$ cat src/rtl/mdm_pkg.sv
package mdm_pkg;
  localparam int unsigned CTRL_W   = 8;
  localparam int unsigned N_MDM    = 4;
  // control bit positions
  localparam int unsigned B_DTR    = 0;
  localparam int unsigned B_RTS    = 1;
  localparam int unsigned B_OUT1   = 2;
  localparam int unsigned B_OUT2   = 3;
  localparam int unsigned B_LOOP   = 4;
  localparam int unsigned B_AFE    = 5;
  // status vector positions
  localparam int unsigned S_CTS    = 0;
  localparam int unsigned S_DSR    = 1;
  localparam int unsigned S_RI     = 2;
  localparam int unsigned S_DCD    = 3;

  typedef enum logic [1:0] {
    FLOW_OFF  = 2'd0,
    FLOW_CTS  = 2'd1,
    FLOW_BOTH = 2'd2
  } flow_mode_e;
endpackage

$ cat src/rtl/mdm_ctrl_reg.sv
module mdm_ctrl_reg
  import mdm_pkg::*;
#(
  parameter int unsigned W = CTRL_W
) (
  input  logic         clk_i,
  input  logic         rst_ni,
  input  logic         we_i,
  input  logic [W-1:0] wdata_i,
  output logic [W-1:0] ctrl_o,
  output flow_mode_e   flow_o
);
  logic [W-1:0] ctrl_q;

  always_ff @(posedge clk_i or negedge rst_ni) begin
    if (!rst_ni)   ctrl_q <= '0;
    else if (we_i) ctrl_q <= wdata_i;
  end

  always_comb begin
    if (!ctrl_q[B_AFE])     flow_o = FLOW_OFF;
    else if (ctrl_q[B_RTS]) flow_o = FLOW_BOTH;
    else                    flow_o = FLOW_CTS;
  end

  assign ctrl_o = ctrl_q;
endmodule

$ cat src/rtl/mdm_sync.sv
module mdm_sync #(
  parameter int unsigned WIDTH  = 4,
  parameter int unsigned STAGES = 2
) (
  input  logic             clk_i,
  input  logic             rst_ni,
  input  logic [WIDTH-1:0] d_i,
  output logic [WIDTH-1:0] q_o
);
  logic [WIDTH-1:0] stg_q [STAGES];

  for (genvar s = 0; s < STAGES; s++) begin : g_stg
    always_ff @(posedge clk_i or negedge rst_ni) begin
      if (!rst_ni) stg_q[s] <= '0;
      else if (s == 0) stg_q[s] <= d_i;
      else stg_q[s] <= stg_q[(s == 0) ? 0 : s-1];
    end
  end

  assign q_o = stg_q[STAGES-1];
endmodule

$ cat src/rtl/mdm_status.sv
module mdm_status
  import mdm_pkg::*;
#(
  parameter int unsigned N    = N_MDM,
  parameter int unsigned RI_I = S_RI
) (
  input  logic         clk_i,
  input  logic         rst_ni,
  input  logic [N-1:0] src_i,
  input  logic         rd_i,
  output logic [N-1:0] cur_o,
  output logic [N-1:0] dlt_o
);
  logic [N-1:0] cur_q, dlt_q, chg;

  for (genvar i = 0; i < N; i++) begin : g_chg
    if (i == RI_I) begin : g_trail
      assign chg[i] = cur_q[i] & ~src_i[i];
    end else begin : g_any
      assign chg[i] = cur_q[i] ^ src_i[i];
    end
  end

  always_ff @(posedge clk_i or negedge rst_ni) begin
    if (!rst_ni) begin
      cur_q <= '0;
      dlt_q <= '0;
    end else begin
      cur_q <= src_i;
      dlt_q <= (rd_i ? '0 : dlt_q) | chg;  // new change wins over clear
    end
  end

  assign cur_o = cur_q;
  assign dlt_o = dlt_q;
endmodule

$ cat src/rtl/mdm_ctrl_unit.sv
module mdm_ctrl_unit
  import mdm_pkg::*;
#(
  parameter int unsigned SYNC_STAGES = 2
) (
  input  logic              clk_i,
  input  logic              rst_ni,
  input  logic              ctrl_we_i,
  input  logic [CTRL_W-1:0] ctrl_wdata_i,
  output logic [CTRL_W-1:0] ctrl_rdata_o,
  input  logic              msr_re_i,
  output logic [7:0]        msr_rdata_o,
  input  logic              msi_en_i,
  input  logic              chan_irq_i,
  output logic              irq_o,
  output logic              ms_irq_o,
  output logic              dtr_no,
  output logic              rts_no,
  input  logic              cts_ni,
  input  logic              dsr_ni,
  input  logic              dcd_ni,
  input  logic              ri_ni,
  input  logic              sin_i,
  output logic              sout_o,
  input  logic              tsr_out_i,
  output logic              rsr_in_o,
  output logic              auto_rts_en_o,
  output logic              auto_cts_en_o
);
  logic [CTRL_W-1:0] ctrl;
  flow_mode_e        flow;
  logic [N_MDM-1:0]  pin_raw, pin_syn, loop_src, st_src, cur, dlt;
  logic              loop;

  mdm_ctrl_reg #(.W(CTRL_W)) u_reg (
    .clk_i   (clk_i),
    .rst_ni  (rst_ni),
    .we_i    (ctrl_we_i),
    .wdata_i (ctrl_wdata_i),
    .ctrl_o  (ctrl),
    .flow_o  (flow)
  );

  assign loop = ctrl[B_LOOP];

  // active-high internal view of the pins
  always_comb begin
    pin_raw        = '0;
    pin_raw[S_CTS] = ~cts_ni;
    pin_raw[S_DSR] = ~dsr_ni;
    pin_raw[S_RI]  = ~ri_ni;
    pin_raw[S_DCD] = ~dcd_ni;
  end

  mdm_sync #(.WIDTH(N_MDM), .STAGES(SYNC_STAGES)) u_sync (
    .clk_i  (clk_i),
    .rst_ni (rst_ni),
    .d_i    (pin_raw),
    .q_o    (pin_syn)
  );

  // loopback cross-wiring of outputs to status inputs
  always_comb begin
    loop_src        = '0;
    loop_src[S_CTS] = ctrl[B_RTS];
    loop_src[S_DSR] = ctrl[B_DTR];
    loop_src[S_RI]  = ctrl[B_OUT1];
    loop_src[S_DCD] = ctrl[B_OUT2];
  end

  assign st_src = loop ? loop_src : pin_syn;

  mdm_status #(.N(N_MDM), .RI_I(S_RI)) u_stat (
    .clk_i  (clk_i),
    .rst_ni (rst_ni),
    .src_i  (st_src),
    .rd_i   (msr_re_i),
    .cur_o  (cur),
    .dlt_o  (dlt)
  );

  assign ctrl_rdata_o  = ctrl;
  assign msr_rdata_o   = {cur, dlt};
  assign ms_irq_o      = msi_en_i & (|dlt);
  assign irq_o         = ctrl[B_OUT2] & chan_irq_i;
  assign dtr_no        = loop | ~ctrl[B_DTR];
  assign rts_no        = loop | ~ctrl[B_RTS];
  assign sout_o        = loop | tsr_out_i;
  assign rsr_in_o      = loop ? tsr_out_i : sin_i;
  assign auto_cts_en_o = (flow != FLOW_OFF);
  assign auto_rts_en_o = (flow == FLOW_BOTH);
endmodule

$ cat config.mk
export PLATFORM = sky130hd
export DESIGN_NAME = mdm_ctrl_unit
export DESIGN_NICKNAME = d
export VERILOG_FILES = /design/src/rtl/mdm_pkg.sv /design/src/rtl/mdm_ctrl_reg.sv /design/src/rtl/mdm_sync.sv /design/src/rtl/mdm_status.sv /design/src/rtl/mdm_ctrl_unit.sv
export SDC_FILE = /design/constraint.sdc
export NUM_CORES = 1
export LEC_CHECK = 0
export BUFFER_PORTS_ARGS = -buffer_cell sky130_fd_sc_hd__buf_2
export CORE_MARGIN = 5
export CORE_UTILIZATION = 41
export CTS_CLUSTER_SIZE = 24
export DETAILED_ROUTE_END_ITERATION = 12
export PLACE_DENSITY = 0.74
export SYNTH_ARGS = -nofsm -noshare
export SYNTH_HDL_FRONTEND = slang
export SYNTH_HIERARCHICAL = 1
export SYNTH_SLANG_ARGS = --single-unit
$ cat constraint.sdc
create_clock -name clk_i -period 1 [get_ports clk_i]
set_input_delay 0.15 -clock clk_i [delete_from_list [all_inputs] [get_ports clk_i]]
set_output_delay 0.15 -clock clk_i [all_outputs]
set_load 0.02 [all_outputs]
==> impl_metrics.csv, run 1 <==
group,metric,value,unit
timing,worst_slack,-0.439,ns
synthesis,syn_area,991,µm²
worst_setup_path,path_delay_family,"compound AO/OA/AOI/OAI gates",
floorplanning,start_util,44.0,%
pwr,peakVddDrop,0.00133,V
grt,antenna_found_initial,0,
worst_setup_path,critPathKind,"reg -> out",
final_layout,mostFrequentLayoutCells,"buf_6, dfrtp_1, buf_2",
clock_network,worstSkewPairLatency,0.30,ns
timing,max-slew-margin-rel,66.4,%
detailed_routing,drc,0,
timing,finalHoldViolCount,0,
placement,io_buffers,43,
pwr,power.density,1550,nW/µm²
grt,grt-ovfl-total,0,
clock_network,clockRootBuffer,"clkbuf_4",
clock_network,clockBufferDepth,2,
detailed_routing,viasPerCell,4.51,
clock_network,h-tree-depth,1,
detailed_routing,via_count,735,
synthesis,synth-edff-count,0,
final_layout,n_fill_cell,160,
floorplanning,io_pins,44,
timing,hold_slack,0.0676,ns
synthesis,async_flop_share,100,%
timing,maxSlewViolCount,0,
synthesis,syn_avg_cell_area,14.6,µm²
final_layout,final_common_cell,"buf_6",
clock_network,clock-sinks,24,
clock_network,cts_tree,"built",
hold_path,hold_class,"in -> reg",
final_layout,antenna_cells,0,
final_layout,synthToLayoutAreaGrowth,69.7,%
clock_network,clk_pin_slew,0.13,ns
synthesis,yosysSeqAreaShare,60.6,%
synthesis,ys_ff_latch,24,
floorplanning,die_area,3500,µm²
detailed_routing,final_antenna_net_count,0,
floorplanning,die_w,59.2,µm
final_layout,multiInputGateArea,363,µm²
worst_setup_path,crit_fanout,2,
detailed_routing,drtIter0Drc,10,
run,drv_cap,0,
worst_setup_path,end_kind,"primary output",
synthesis,synth_fp_nets,88,
worst_setup_path,path_cells,"o41a_1, buf_6",
worst_setup_path,arrival,1.29,ns
grt,grt_max_degree,25,
final_layout,drive_above_1_share,69.6,%
final_layout,stdcell_area,1680,µm²
timing,period_minus_slack,1.44,ns
timing,skew,0.0123,ns
final_layout,seq_area,606,µm²
worst_setup_path,start_kind,"flop",
worst_setup_path,crit_slowest_cell,"o41a_1",
worst_setup_path,critical_path_buf_inv_count,1,
run_status,outcome,"finished with violations",
detailed_routing,detail_route.wl_per_cell,13.3,µm
synthesis,synth_cells,68,
worst_setup_path,cp.required,0.85,ns
timing,max_freq,0.695,GHz
synthesis,synth_cell_types,14,
floorplanning,die_h,59.2,µm
clock_network,numCtsBuffers,3,
timing,finalSetupViolCount,28,
placement,gp_congestion,0.770,
final_layout,num-nets-final,156,
synthesis,synth_ff_type,"dfrtp_1",
grt,first_global_vias,749,
grt,grt_use_total,12.8,%
grt,grt_pass1_wl,3.37,mm
floorplanning,rows,17,
detailed_routing,firstDrtPassIters,2,
floorplanning,core_area,2250,µm²
synthesis,ys_warn_count,6,
placement,postPlaceCellArea,1270,µm²
timing,worstMarginPinSlew,0.503,ns
timing,period_share,144,%
pwr,leakagePower,0.873,nW
worst_setup_path,cpPeakStageDelay,0.44,ns
timing,rsz0062_at_grt,"true",
detailed_routing,wirelength,2.17,mm
run_status,violations,"negative setup slack",
[synthesized netlist by cell type, types with 2 or more instances]
cell type	count	area share (%)
mux2_4	13	20
o21ai_1	3	1.5
buf_4	4	3.0
xnor2_1	3	2.7
nand2b_1	2	1.3
nor2b_1	2	1.3
buf_6	2	2.3
and2_1	2	1.3
inv_1	9	3.4
dfrtp_1	24	61
[state kept, by name, indices dropped and copies added, names as in the netlist]
register	flops
u_stat/dlt_o	4
u_stat/cur_o	4
u_reg/ctrl_o	8
u_sync/stg_q	4
u_sync/q_o	4
[kinds of logic after synthesis]
family / share of synthesized area, %
AO/OA/AOI/OAI: 3.28
XOR/XNOR: 2.65
buffers and inverters: 8.71
flip-flops: 60.6
multiplexers: 19.7
AND/OR/NAND/NOR: 5.05
[area by class of cell]
cell class | instances | share of cell area, %
sequential | 24 | 36.0
timing repair buffer | 69 | 36.8
multi-input combinational | 29 | 21.6
tap | 28 | 2.08
inverter | 9 | 2.01
clock buffer | 4 | 1.56
[timing repair]
action	CTS	global route
hold endpoints to repair	28	0
pin swaps	2	2
setup buffers	11	4
hold buffers	5	0
gates cloned	0	0
resized for setup	66	5
setup endpoints to repair	29	32
[stage by stage]
| step | std cells | setup TNS (ns) | util [%] | power, mW | worst slack (ns) |
|---|---|---|---|---|---|
| finish | 163 | -5.25 | 74.6 | 2.61 | -0.439 |
| global route | 163 | -6.71 | 74.6 | 2.75 | -0.487 |
| CTS | 161 | -5.22 | 73.3 | 2.60 | -0.457 |
| detailed placement | 142 | -0.862 | 56.3 | 1.84 | -0.132 |
| global placement | 142 | -0.679 | 56.3 | 1.82 | -0.0957 |
| floorplan | 68 | -0.976 | - | 1.56 | -0.200 |
[layer usage]
| layer | vias up | wire length (µm) | track usage, % |
|---|---|---|---|
| met1 | 359 | 834 | 15.5 |
| li1 | 343 | - | - |
| met5 | - | 0 | 0 |
| met4 | 0 | 15 | 3.88 |
| met2 | 31 | 1160 | 22.2 |
| met3 | 2 | 167 | 3.27 |
[power by group]
part / leakage (nW) / internal [mW] / switching [mW]
Sequential: 0.274 / 1.08 / 0.0815
Combinational: 0.584 / 0.621 / 0.414
Clock: 0.0150 / 0.155 / 0.260
Total: 0.873 / 1.86 / 0.755
[final timing paths]
kind	slack [ns]	depth (start not counted)	end	startpoint
max in group asynchronous	0.29	2	u_stat/dlt_o[2]$_DFF_PN0_	rst_ni
min in group asynchronous	0.33	2	u_stat/cur_o[2]$_DFF_PN0_	rst_ni
max reg2reg	-0.27	4	u_stat/dlt_o[0]$_DFF_PN0_	u_reg/ctrl_o[4]$_DFFE_PN0P_
max	-0.44	2	ms_irq_o	u_stat/dlt_o[2]$_DFF_PN0_
min reg2reg	0.36	0	u_sync/q_o[3]$_DFF_PN0_	u_sync/stg_q[7]$_DFF_PN0_
min	0.07	2	u_reg/ctrl_o[0]$_DFFE_PN0P_	ctrl_wdata_i[0]
No activity file was read; power rests on OpenSTA's default activity.
==> run 2: changes to the inputs <==
--- a/config.mk
+++ b/config.mk
@@ -15,3 +15,4 @@
 export SYNTH_HDL_FRONTEND = slang
 export SYNTH_HIERARCHICAL = 1
 export SYNTH_SLANG_ARGS = --single-unit
+export TNS_END_PERCENT = 5
==> impl_metrics.csv, run 2 (synthesized netlist as in run 1, its figures left out) <==
group,metric,value,unit
timing,period_minus_slack,1.42,ns
detailed_routing,via_count,696,
pwr,peakVddDrop,0.00114,V
timing,rsz0062_at_grt,"true",
worst_setup_path,crit_slowest_cell,"o41a_1",
floorplanning,io_pins,44,
floorplanning,die_h,59.2,µm
worst_setup_path,arrival,1.27,ns
pwr,leakagePower,0.809,nW
placement,dp_hpwl,1.55,mm
clock_network,clockBufferDepth,2,
grt,first_global_vias,767,
detailed_routing,viasPerCell,4.49,
final_layout,final_common_cell,"buf_2",
placement,postPlaceCellArea,1280,µm²
placement,place_inst,144,
timing,finalHoldViolCount,0,
clock_network,numCtsBuffers,3,
floorplanning,rows,17,
pwr,power.density,1750,nW/µm²
floorplanning,core_area,2250,µm²
detailed_routing,drc,0,
worst_setup_path,critPathKind,"reg -> out",
timing,worst_slack,-0.418,ns
timing,skew,0.00519,ns
clock_network,h-tree-depth,1,
floorplanning,die_w,59.2,µm
detailed_routing,wirelength,2.17,mm
worst_setup_path,crit_fanout,2,
detailed_routing,drtIter0Drc,3,
worst_setup_path,path_cells,"o41a_1, buf_6",
clock_network,worstSkewPairLatency,0.31,ns
timing,fin_tns_setup,-5.39,ns
placement,io_buffers,43,
final_layout,drive_above_1_share,61.4,%
grt,antenna_found_initial,0,
placement,gp_congestion,0.713,
timing,max_freq,0.705,GHz
grt,grt-ovfl-total,0,
timing,worstMarginPinSlew,0.256,ns
pwr,total_power,2.71,mW
clock_network,cts_tree,"built",
run_status,violations,"negative setup slack",
grt,grt_max_degree,16,
run,drv_cap,0,
timing,finalSetupViolCount,31,
hold_path,hold_class,"in -> reg",
final_layout,instances_no_fill,155,
worst_setup_path,start_kind,"flop",
final_layout,largest_reg_flops,8,
floorplanning,die_area,3500,µm²
clock_network,clock-sinks,24,
floorplanning,start_util,44.0,%
final_layout,n_fill_cell,170,
worst_setup_path,end_kind,"primary output",
worst_setup_path,cpPeakStageDelay,0.43,ns
timing,max-slew-margin-rel,82.9,%
clock_network,clk_pin_slew,0.12,ns
timing,maxSlewViolCount,0,
run_status,outcome,"finished with violations",
timing,period_share,142,%
clock_network,clockRootBuffer,"clkbuf_4",
final_layout,fin_util,68.9,%
detailed_routing,firstDrtPassIters,2,
detailed_routing,detail_route.wl_per_cell,14.0,µm
timing,hold_slack,0.0495,ns
grt,grt_use_total,13.8,%
final_layout,mostFrequentLayoutCells,"buf_2, buf_6, dfrtp_1",
final_layout,num-nets-final,148,
final_layout,stdcell_area,1550,µm²
placement,post-place-ws,-0.143,ns
final_layout,antenna_cells,0,
detailed_routing,final_antenna_net_count,0,
worst_setup_path,cp.required,0.85,ns
grt,grt_pass1_wl,3.54,mm
final_layout,synthToLayoutAreaGrowth,56.7,%
==> run 2: cell count changes in the layout (fill, tap and decap cells not counted), moves of 2 or more <==
cell      delta
buf_4        -5
nand2b_1     +2
dfrtp_2      -3
dfrtp_1      +3
buf_6       -12
nor2b_4      -2
nand2b_4     -2
nor2b_1      +2
buf_2        +8
==> run 2: what timing repair did <==
action,4_1_cts,5_1_grt
endpoints found under the hold margin,28,0
setup endpoints to repair,30,32
pin swaps,1,0
resized for setup,28,16
buffers inserted,2,0
hold buffers,5,0
==> run 2: metal layers <==
| layer | vias up | GRT usage (%) | part of all wire (%) |
|---|---|---|---|
| met4 | 0 | 7.12 | 1.7 |
| met1 | 330 | 14.6 | 35 |
| met3 | 4 | 4.14 | 8.5 |
| met2 | 32 | 24.4 | 54 |
| li1 | 330 | - | - |
| met5 | - | 0 | 0 |
==> run 2: worst paths after layout <==
kind / startpoint / end / slack (ns) / cells after the start
setup / recovery: u_stat/dlt_o[1]$_DFF_PN0_ / ms_irq_o / -0.42 / 2
hold / removal: msr_re_i / u_stat/dlt_o[1]$_DFF_PN0_ / 0.05 / 2
setup reg to reg: u_reg/ctrl_o[1]$_DFFE_PN0P_ / u_stat/dlt_o[0]$_DFF_PN0_ / -0.25 / 5
hold reg to reg: u_sync/stg_q[5]$_DFF_PN0_ / u_sync/q_o[1]$_DFF_PN0_ / 0.36 / 0
max in group asynchronous: rst_ni / u_reg/ctrl_o[4]$_DFFE_PN0P_ / 0.42 / 3
min in group asynchronous: rst_ni / u_stat/cur_o[3]$_DFF_PN0_ / 0.22 / 2
==> run 2: cell type report <==
class	count	area (µm²)	area share (%)
Sequential cell	24	602	38.8
Timing Repair Buffer	61	505	32.6
Multi-Input combinational cell	29	324	20.9
Tap cell	28	35.0	2.26
Inverter	9	33.8	2.18
Clock inverter	1	30.0	1.93
Clock buffer	3	22.5	1.45
==> run 2: power breakdown <==
| part | internal [mW] | total (mW) | leakage (nW) | switching, mW |
|---|---|---|---|---|
| combinational | 0.502 | 0.878 | 0.505 | 0.376 |
| clock | 0.405 | 0.677 | 0.0279 | 0.272 |
| sequential | 1.08 | 1.16 | 0.277 | 0.0790 |
==> run 2: worst max-delay path, delay by kind of cell (launching register included) <==
kind                   cells  cell delay, ns
buffers and inverters      1            0.14
flip-flops                 1            0.40
AO/OA/AOI/OAI              1            0.43
